$ cat src/rtl/asp_pkg.sv
package asp_pkg;

    typedef enum logic [1:0] {
        IDLE_INSTR,
        AWAIT_HDR,
        STREAM_PAYLOAD
    } pstate_t;

    typedef enum logic [1:0] {
        MODE_ENC,
        MODE_DEC,
        MODE_KEY
    } pmode_t;

    localparam logic [3:0] SEG_IV  = 4'd1;
    localparam logic [3:0] SEG_AD  = 4'd2;
    localparam logic [3:0] SEG_MSG = 4'd3;
    localparam logic [3:0] SEG_CT  = 4'd4;
    localparam logic [3:0] SEG_TAG = 4'd5;
    localparam logic [3:0] SEG_KEY = 4'd6;

    localparam logic [3:0] OP_ENC = 4'h2;
    localparam logic [3:0] OP_DEC = 4'h3;
    localparam logic [3:0] OP_KEY = 4'h4;

    localparam logic [6:0] FAULT_OPCODE   = 7'h01;
    localparam logic [6:0] FAULT_RESERVED = 7'h02;
    localparam logic [6:0] FAULT_ORDER    = 7'h03;
    localparam logic [6:0] FAULT_LASTFLAG = 7'h04;

    // Segment type expected at a given position of a given mode
    function automatic logic [3:0] seg_expected(pmode_t m, logic [1:0] s);
        logic [3:0] t;
        case (m)
            MODE_ENC: t = (s == 2'd0) ? SEG_IV : (s == 2'd1) ? SEG_AD : SEG_MSG;
            MODE_DEC: t = (s == 2'd0) ? SEG_IV : (s == 2'd1) ? SEG_AD :
                          (s == 2'd2) ? SEG_CT : SEG_TAG;
            default:  t = SEG_KEY;
        endcase
        return t;
    endfunction

    // Position of the final segment in a mode
    function automatic logic [1:0] seg_final(pmode_t m);
        logic [1:0] f;
        case (m)
            MODE_ENC: f = 2'd2;
            MODE_DEC: f = 2'd3;
            default:  f = 2'd0;
        endcase
        return f;
    endfunction

    function automatic logic seg_reserved(logic [3:0] t);
        return (t == 4'd0) || (t > SEG_KEY);
    endfunction

endpackage

$ cat src/rtl/asp_beats.sv
module asp_beats #(
    parameter int W = 32
) (
    input  logic          clk,
    input  logic          rst_n,
    input  logic          load,
    input  logic          dec,
    input  logic [W-17:0] len,
    output logic          none,
    output logic          final_beat
);
    localparam int LW = W - 16;
    localparam int CW = LW + 4;

    logic [CW-1:0] scaled;
    logic [CW-1:0] beats;
    logic [CW-1:0] rem;

    always_comb begin
        scaled     = {1'b0, len, 3'b000} + CW'(W - 1);
        beats      = scaled / CW'(W);
        none       = (beats == '0);
        final_beat = (rem == CW'(1));
    end

    always_ff @(posedge clk or negedge rst_n) begin
        if (!rst_n) begin
            rem <= '0;
        end else if (load) begin
            rem <= beats;
        end else if (dec) begin
            rem <= rem - CW'(1);
        end
    end
endmodule

$ cat src/rtl/asp_stream.sv
module asp_stream
    import asp_pkg::*;
#(
    parameter int W         = 32,
    parameter bit IS_SECRET = 1'b0
) (
    input  logic         clk,
    input  logic         rst_n,
    input  logic [W-1:0] in_data,
    input  logic         in_ready,
    output logic         in_read,
    output logic         o_valid,
    output logic [W-1:0] o_data,
    output logic [3:0]   o_type,
    output logic         o_eos,
    output logic         o_last,
    output logic         e_valid,
    output logic [7:0]   e_code
);
    localparam logic [7:0] SRC_BIT = IS_SECRET ? 8'h80 : 8'h00;

    pstate_t    state, nstate;
    pmode_t     mode, nmode;
    logic [1:0] step, nstep;
    logic [3:0] cur_type, ntype;
    logic       cur_last, nlast;
    logic       rd_en;

    logic       fire;
    logic [3:0] op, htype;
    logic       hlast;
    logic       op_ok;
    pmode_t     op_mode;
    logic       is_final;
    logic       err_now;
    logic [6:0] err_sel;
    logic       cnt_load, cnt_dec;
    logic       zero_len, last_beat;

    assign in_read = rd_en;
    assign fire    = in_ready & rd_en;
    assign op      = in_data[W-1 -: 4];
    assign htype   = in_data[W-9 -: 4];
    assign hlast   = in_data[W-16];

    generate
        if (IS_SECRET) begin : g_secret_ops
            always_comb begin
                op_ok   = (op == OP_KEY);
                op_mode = MODE_KEY;
            end
        end else begin : g_public_ops
            always_comb begin
                op_ok   = (op == OP_ENC) || (op == OP_DEC);
                op_mode = (op == OP_DEC) ? MODE_DEC : MODE_ENC;
            end
        end
    endgenerate

    asp_beats #(.W(W)) u_beats (
        .clk        (clk),
        .rst_n      (rst_n),
        .load       (cnt_load),
        .dec        (cnt_dec),
        .len        (in_data[W-17:0]),
        .none       (zero_len),
        .final_beat (last_beat)
    );

    assign is_final = (step == seg_final(mode));

    always_comb begin
        nstate   = state;
        nmode    = mode;
        nstep    = step;
        ntype    = cur_type;
        nlast    = cur_last;
        err_now  = 1'b0;
        err_sel  = '0;
        cnt_load = 1'b0;
        cnt_dec  = 1'b0;
        if (fire) begin
            unique case (state)
                IDLE_INSTR: begin
                    if (op_ok) begin
                        nmode  = op_mode;
                        nstep  = 2'd0;
                        nstate = AWAIT_HDR;
                    end else begin
                        err_now = 1'b1;
                        err_sel = FAULT_OPCODE;
                    end
                end
                AWAIT_HDR: begin
                    if (seg_reserved(htype)) begin
                        err_now = 1'b1;
                        err_sel = FAULT_RESERVED;
                        nstate  = IDLE_INSTR;
                    end else if (htype != seg_expected(mode, step)) begin
                        err_now = 1'b1;
                        err_sel = FAULT_ORDER;
                        nstate  = IDLE_INSTR;
                    end else if (hlast != is_final) begin
                        err_now = 1'b1;
                        err_sel = FAULT_LASTFLAG;
                        nstate  = IDLE_INSTR;
                    end else begin
                        ntype = htype;
                        nlast = hlast;
                        if (!zero_len) begin
                            cnt_load = 1'b1;
                            nstate   = STREAM_PAYLOAD;
                        end else if (is_final) begin
                            nstate = IDLE_INSTR;
                        end else begin
                            nstep = step + 2'd1;
                        end
                    end
                end
                STREAM_PAYLOAD: begin
                    cnt_dec = 1'b1;
                    if (last_beat) begin
                        if (is_final) begin
                            nstate = IDLE_INSTR;
                        end else begin
                            nstep  = step + 2'd1;
                            nstate = AWAIT_HDR;
                        end
                    end
                end
                default: nstate = IDLE_INSTR;
            endcase
        end
    end

    // State register
    always_ff @(posedge clk or negedge rst_n) begin
        if (!rst_n) begin
            state    <= IDLE_INSTR;
            mode     <= MODE_ENC;
            step     <= 2'd0;
            cur_type <= 4'd0;
            cur_last <= 1'b0;
            rd_en    <= 1'b0;
        end else begin
            state    <= nstate;
            mode     <= nmode;
            step     <= nstep;
            cur_type <= ntype;
            cur_last <= nlast;
            rd_en    <= 1'b1;
        end
    end

    // Output register
    always_ff @(posedge clk or negedge rst_n) begin
        if (!rst_n) begin
            o_valid <= 1'b0;
            o_data  <= '0;
            o_type  <= 4'd0;
            o_eos   <= 1'b0;
            o_last  <= 1'b0;
            e_valid <= 1'b0;
            e_code  <= 8'h00;
        end else begin
            o_valid <= fire && (state == STREAM_PAYLOAD);
            o_data  <= in_data;
            o_type  <= cur_type;
            o_eos   <= fire && (state == STREAM_PAYLOAD) && last_beat;
            o_last  <= fire && (state == STREAM_PAYLOAD) && last_beat && cur_last;
            e_valid <= err_now;
            e_code  <= err_now ? (SRC_BIT | {1'b0, err_sel}) : 8'h00;
        end
    end
endmodule

$ cat src/rtl/asp_err_merge.sv
module asp_err_merge (
    input  logic       p_valid,
    input  logic [7:0] p_code,
    input  logic       s_valid,
    input  logic [7:0] s_code,
    output logic       err,
    output logic [7:0] err_code
);
    always_comb begin
        err      = p_valid | s_valid;
        err_code = p_valid ? p_code : (s_valid ? s_code : 8'h00);
    end
endmodule

$ cat src/rtl/aead_seg_parser.sv
module aead_seg_parser #(
    parameter int W = 32
) (
    input  logic         clk,
    input  logic         rst_n,
    input  logic [W-1:0] pub_data,
    input  logic         pub_ready,
    output logic         pub_read,
    input  logic [W-1:0] sec_data,
    input  logic         sec_ready,
    output logic         sec_read,
    output logic         pub_valid,
    output logic [W-1:0] pub_word,
    output logic [3:0]   pub_type,
    output logic         pub_eos,
    output logic         pub_last,
    output logic         sec_valid,
    output logic [W-1:0] sec_word,
    output logic [3:0]   sec_type,
    output logic         sec_eos,
    output logic         sec_last,
    output logic         err,
    output logic [7:0]   err_code
);
    logic       p_err, s_err;
    logic [7:0] p_code, s_code;

    asp_stream #(.W(W), .IS_SECRET(1'b0)) u_pub (
        .clk      (clk),
        .rst_n    (rst_n),
        .in_data  (pub_data),
        .in_ready (pub_ready),
        .in_read  (pub_read),
        .o_valid  (pub_valid),
        .o_data   (pub_word),
        .o_type   (pub_type),
        .o_eos    (pub_eos),
        .o_last   (pub_last),
        .e_valid  (p_err),
        .e_code   (p_code)
    );

    asp_stream #(.W(W), .IS_SECRET(1'b1)) u_sec (
        .clk      (clk),
        .rst_n    (rst_n),
        .in_data  (sec_data),
        .in_ready (sec_ready),
        .in_read  (sec_read),
        .o_valid  (sec_valid),
        .o_data   (sec_word),
        .o_type   (sec_type),
        .o_eos    (sec_eos),
        .o_last   (sec_last),
        .e_valid  (s_err),
        .e_code   (s_code)
    );

    asp_err_merge u_merge (
        .p_valid  (p_err),
        .p_code   (p_code),
        .s_valid  (s_err),
        .s_code   (s_code),
        .err      (err),
        .err_code (err_code)
    );
endmodule

$ cat config.mk
export PLATFORM = sky130hd
export DESIGN_NAME = aead_seg_parser
export DESIGN_NICKNAME = d
export VERILOG_FILES = /design/src/rtl/asp_pkg.sv /design/src/rtl/asp_beats.sv /design/src/rtl/asp_stream.sv /design/src/rtl/asp_err_merge.sv /design/src/rtl/aead_seg_parser.sv
export SDC_FILE = /design/constraint.sdc
export NUM_CORES = 1
export LEC_CHECK = 0
export BUFFER_PORTS_ARGS = -buffer_cell sky130_fd_sc_hd__buf_2
export CORE_UTILIZATION = 49
export DETAILED_ROUTE_END_ITERATION = 10
export PLACE_DENSITY = 0.78
export SYNTH_ARGS = -nofsm -noshare
export SYNTH_HDL_FRONTEND = slang
export SYNTH_SLANG_ARGS = --single-unit
$ cat constraint.sdc
create_clock -name clk -period 2.4 [get_ports clk]
set_input_delay 0.36 -clock clk [delete_from_list [all_inputs] [get_ports clk]]
set_output_delay 0.36 -clock clk [all_outputs]
set_load 0.02 [all_outputs]
Word-level counts from Yosys, hierarchy flattened. Index checks and enable logic that the tools add are counted.

Add/subtract/negate cells: 6. Shift operators: 0. Bitwise gates (word level): 9. Equal/unequal tests: 33. Mux-type cells: 100. Magnitude comparators: 2. Multipliers: 0. Divide/modulo/power cells: 0. Reductions and logical operators: 31.

Operators by type and width (number): 2-to-1 mux 20 bit (4); 2-to-1 mux 2 bit (29); 2-to-1 mux 7 bit (7); 2-to-1 mux 4 bit (11); adder 19 x 5 -> 20 bit, second input constant (2); == test 20 x 1 -> 1 bit, second input constant (2); logical NOT 20 bit (2); subtractor 20 x 1 -> 20 bit, second input constant (2); 2-to-1 mux 1 bit (34); case mux 7 bit (2 select lines) (2); 2-to-1 mux 8 bit (3); case mux 2 bit (3 select lines) (4); AND reduction 8 bit (2); logical NOT 2 bit (6); != test 2 x 1 -> 1 bit, second input constant (6); != test 2 bit, second input constant (6); != test 6 x 5 -> 1 bit, second input constant (2); == test 2 x 1 -> 1 bit, second input constant (5); AND reduction 5 bit (2); == test 4 x 2 -> 1 bit, second input constant (2); > comparator 4 x 3 -> 1 bit, second input constant (2); logical NOT 4 bit (2); != test 4 bit (2); case mux 4 bit (2 select lines) (1); 17 further kinds (41).

Bits of input ports: 68. Memories kept: 0. RAM bits: 0. Output and inout bits: 89. Bits in latches: 0. Logic and storage cells: 208. ROM bits: 0. Flip-flop bits (word level): 158.

Logic depth before layout (Yosys ltp).
Depth after elaboration: 14. Depth in mapped cells: 11. Gate-level depth less buffers: 9.

Cells and area by module. Synthesis repeated with hierarchy kept, for this count alone.

Cell total of the unflattened synthesis: 620. Area, all modules: 7076.8 um^2.

Modules (own cells, without submodules): asp_stream at u_pub (cells an instance 149, times used 1, area an instance 2064.5 um^2); asp_stream at u_sec (cells an instance 140, times used 1, area an instance 2057.0 um^2); asp_beats at u_pub.u_beats (cells an instance 164, times used 1, area an instance 1436.4 um^2); asp_beats at u_sec.u_beats (cells an instance 152, times used 1, area an instance 1410.1 um^2); asp_err_merge (cells an instance 15, times used 1, area an instance 108.9 um^2).

Least setup slack after synthesis. Ideal clock, no wire load.

Path kind: register to register. Start: reg u_pub.step[0]. End: reg u_pub.u_beats.rem[8]. Setup time: 0.118 ns. Data arrival time: 2.242 ns. Stages on the path, launching flop included: 9. Data required time: 2.282 ns. Path buffers: 1. Setup slack: 0.040 ns. Path through: dfrtp_1 > ha_1 > nand2b_1 > a211o_1 > a221oi_4 > nand4_4 > or2_1 > buf_6 > a21o_1.

Cells in the longest elaborated chain, start to end: 14.

Ends and longest elaborated chain: start, declared (RTL line asp_stream.sv:24) `logic [1:0] step, nstep;`; start signal, assigned (RTL line asp_stream.sv:148) `step <= nstep;`; == test 2 bit (RTL line asp_pkg.sv:37) `(s == 2'd2) ? SEG_CT : SEG_TAG;`; 2-to-1 mux 1 bit (RTL line asp_pkg.sv:37); 2-to-1 mux 4 bit (2 in series) (RTL line asp_pkg.sv:36) `MODE_DEC: t = (s == 2'd0) ? SEG_IV : (s == 2'd1) ? SEG_AD :`; case mux 4 bit (2 select lines) (RTL line asp_pkg.sv:34) `case (m)`; 2-to-1 mux 4 bit (RTL line asp_stream.sv:95) `if (seg_reserved(htype)) begin`; 2-to-1 mux 4 bit (RTL line asp_stream.sv:83) `unique case (state)`; 2-to-1 mux 4 bit (RTL line asp_stream.sv:82) `if (fire) begin`; != test 4 bit (RTL line asp_stream.sv:99) `end else if (htype != seg_expected(mode, step)) begin`; 2-to-1 mux 1 bit (*) (RTL line asp_stream.sv:99); 2-to-1 mux 1 bit (*) (RTL line asp_stream.sv:95); 2-to-1 mux 1 bit (*) (RTL line asp_stream.sv:83); 2-to-1 mux 1 bit (*) (RTL line asp_stream.sv:82); 2-to-1 mux 20 bit / nonzero test 2 bit (equally long branches); end signal, assigned (RTL line asp_beats.sv:30) `rem <= beats;`; end signal, assigned (RTL line asp_beats.sv:32) `rem <= rem - CW'(1);`; end, declared (RTL line asp_beats.sv:17) `logic [CW-1:0] rem;`.

Mark *: on every way between the ends. The rest lies on a longest branch, timed or not. The select of a mux whose other input is x is not followed. A chain may end at the register's enable or synchronous reset.

Worst setup path in the final report.
Start: reg u_pub.step[1]. End: reg u_pub.u_beats.rem[7].

The elaborated chain is that of the path after synthesis.

==> results.json <==
{
  "count_of_input_and_output_buffers": 152,
  "finalWorstSetupSlack_ns": 0.0995,
  "path_clk_slew_ns": 0.06,
  "die_w_um": 118,
  "timing.final.crit_share": 0.959,
  "worstPathMaxFanout": 6,
  "hold_path.class": "in -> reg",
  "max_cap_check_violation_count": 0,
  "clock-skew-final_ns": 0.00646,
  "hold_path_end": "u_sec.o_data[17]",
  "crit_slowest_cell": "sky130_fd_sc_hd__dfrtp_1",
  "synth-edff-count": 0,
  "antenna_cells_inserted": 0,
  "final-instance-count-excl-fill": 946,
  "worst_pin_slew_ns": 0.669,
  "ff2ff_setup_slack_ns": 0.1,
  "vdd.ir_drop.worst_mv": 0.478,
  "setup_tns_ns": 0,
  "placement.setup.worst_slack_ns": -0.0442,
  "synth_top_cell_area_share": 0.557,
  "synth.yosys.warnings": 0,
  "worstSkewPairLatency_ns": 0.42,
  "crit_path_start_kind": "flop",
  "post-route-min-period_ns": 2.30,
  "cpPeakStageDelay_ns": 0.38,
  "detailedPlacementHpwl_um": 10700,
  "finalWeightedCongestion": 0.923,
  "final_net_count": 842,
  "netlist.top_cell.by_area": "sky130_fd_sc_hd__dfrtp_1",
  "path_delay_family": "compound AO/OA/AOI/OAI gates",
  "startpoint_of_the_lowest_slack_register_to_register_path": "u_pub.step[1]",
  "grt_start_max_net_pins": 73,
  "cell_area_after_synthesis_mm2": 0.00660,
  "finalSetupViolCount": 0,
  "critical_hold_path_startpoint": "sec_data[17]",
  "areaGrowthSynthToFinish_pct": 28.1,
  "number_of_h_tree_branching_levels": 4,
  "drt.antenna.violating_nets": 0,
  "finalHoldViolCount": 0,
  "worst_ep_required_time_ns": 2.73,
  "clock_tree_from_tritoncts": "done",
  "synth.ff_latch_count": 147,
  "die-height_um": 118,
  "outcome": "finished clean",
  "timing_max_transition_violations_final": 0,
  "global_route.overflow_total": 0,
  "detailedRoute.firstPassIterationCount": 4,
  "synth_common_cells": "147 x sky130_fd_sc_hd__dfrtp_1, 44 x sky130_fd_sc_hd__nor2_1, 43 x sky130_fd_sc_hd__xnor2_1, 33 x sky130_fd_sc_hd__nand2_1, 28 x sky130_fd_sc_hd__mux2i_1",
  "most_repeated_cell_in_the_gate_level_netlist_after_synthesis": "sky130_fd_sc_hd__dfrtp_1",
  "crit-reg2reg-capture": "u_pub.u_beats.rem[7]",
  "tritoncts.num_buffers": 17,
  "placementRows": 42,
  "timing.slew.headroom": 0.554,
  "synthFlopType": "sky130_fd_sc_hd__dfrtp_1",
  "whs_path_depth": 1,
  "r2r_cells": 9,
  "route.detailed.wl_per_inst_um": 15.3,
  "worstPathArrival_ns": 2.63,
  "first_global_vias": 5044,
  "critical_path.cell_chain": "inv_2 > ha_4 > nand2b_4 > a211o_1 > a221oi_4 > nand4_4 > nor2_4 > buf_12 > mux2i_4",
  "fin_total_pwr_mw": 8.55,
  "synth_area_per_cell_um2": 11.6,
  "cts.sinks": 147,
  "async_reset_ff_frac": 1.00,
  "dr.first_iter.drc_count": 236,
  "vias": 5004,
  "core_mm2": 0.0132,
  "die_area_mm2": 0.0139,
  "routed_wirelength_um": 14500,
  "fillerInstances": 1031,
  "maxClockFrequency_mhz": 435,
  "effective_utilization_at_floorplan": 0.500,
  "critical_path.endpoint_type": "flop",
  "grt_pass1_wl_um": 24000,
  "antenna_found_initial": 0,
  "track_usage": 0.220,
  "total_leakage_power_nw": 4.03,
  "cts_root_buf": "sky130_fd_sc_hd__clkbuf_16",
  "timing.hold.ws_ns": 0.0460,
  "syn-instance-count": 570,
  "crit_type": "reg -> reg",
  "cp_num_buf_inv": 2,
  "synthTopCellsByArea": "sky130_fd_sc_hd__dfrtp_1 56%, sky130_fd_sc_hd__xnor2_1 5.7%, sky130_fd_sc_hd__mux2i_1 4.2%",
  "p_per_area_mw_per_mm2": 1010,
  "drive_above_1_share": 0.329,
  "placed_cells": 911,
  "drt-vias-per-instance": 5.29,
  "drcViolationCount": 0,
  "clock_path_buffers": 2,
  "ys_seq_area_frac": 0.557,
  "synth_cell_types": 63,
  "floorplan.io_pins": 157
}
## sequential cells by signal, indices dropped and copies added (netlist names), 3 cells and up
register / cells
u_pub.cur_type: 4
u_pub.e_code: 3
u_pub.o_data: 32
u_pub.o_type: 4
u_pub.u_beats.rem: 20
u_sec.cur_type: 4
u_sec.e_code: 4
u_sec.o_data: 32
u_sec.o_type: 4
u_sec.u_beats.rem: 20
## through the flow
step	area (µm²)	util
global route	8460	0.641
detailed placement	7710	0.585
floorplan	6610	-
CTS	8380	0.635
finish	8460	0.641
global placement	7710	0.585
## cell type report
| type | count | area, µm² | area share |
|---|---|---|---|
| inverters | 21 | 78.8 | 0.00932 |
| multi-input cells | 389 | 2790 | 0.330 |
| clock buffers | 19 | 453 | 0.0536 |
| repair buffers | 183 | 1050 | 0.124 |
| flip-flops and latches | 147 | 3680 | 0.435 |
| well taps | 176 | 220 | 0.0260 |
| clock inverters | 11 | 184 | 0.0218 |
## worst max path at each step
stage / from / end / slack, ns / depth (start not counted)
after floorplan: u_pub.step[0] / u_pub.u_beats.rem[8] / 0.04 / 8
after global placement: u_pub.step[1] / u_pub.u_beats.rem[8] / 0.07 / 8
after detailed placement: u_pub.step[0] / u_pub.state[1] / -0.04 / 8
after CTS: u_pub.step[0] / u_pub.state[1] / 0.0005 / 8
after global routing: u_pub.step[1] / u_pub.u_beats.rem[7] / -0.008 / 9
final: u_pub.step[1] / u_pub.u_beats.rem[7] / 0.1 / 9
## timing repair
item | CTS | global route
hold endpoints to repair | 69 | 0
cloned | 0 | 1
pin swaps | 2 | 6
resized for setup | 4 | 8
buffers inserted | 1 | 2
setup endpoints to repair | 7 | 8
hold buffers | 1 | 0
## where the power goes
part,switching [mW],leakage [nW],internal [mW]
clock network,0.969,0.318,1.88
logic,1.27,1.87,1.07
registers,0.423,1.84,2.94
total,2.66,4.03,5.89
## metal layers
metal	vias up	share of wire	global-route usage
met1	2460	0.42	0.266
met5	-	0	0
met2	142	0.51	0.371
met3	35	0.042	0.0509
met4	0	0.027	0.105
li1	2367	-	-
## placed cells by master (no fill, tap or decap), types with 8 or more instances in the layout
cell                          n
sky130_fd_sc_hd__nor4_1      17
sky130_fd_sc_hd__dfrtp_1    147
sky130_fd_sc_hd__buf_4       26
sky130_fd_sc_hd__mux2_2      11
sky130_fd_sc_hd__xnor2_1     43
sky130_fd_sc_hd__nor2_1      44
sky130_fd_sc_hd__nand4_1     16
sky130_fd_sc_hd__nand2_1     32
sky130_fd_sc_hd__inv_1       19
sky130_fd_sc_hd__buf_2      151
sky130_fd_sc_hd__xor2_1      27
sky130_fd_sc_hd__nand3_1     16
sky130_fd_sc_hd__ha_1        14
sky130_fd_sc_hd__a21oi_1     16
sky130_fd_sc_hd__nor3_1      18
sky130_fd_sc_hd__clkbuf_16   18
sky130_fd_sc_hd__mux2i_1     27
sky130_fd_sc_hd__o21ai_0      8
## logic make-up after synthesis
group / Yosys count / synth area share
compound gates: 55 / 0.0590
xor+xnor: 70 / 0.0929
fa+ha+maj: 15 / 0.0284
buf+inv: 37 / 0.0288
flops: 147 / 0.557
mux: 39 / 0.0612
other cells: 2 / 0.00114
simple gates: 205 / 0.171
Power figures use the tool's default switching activity.
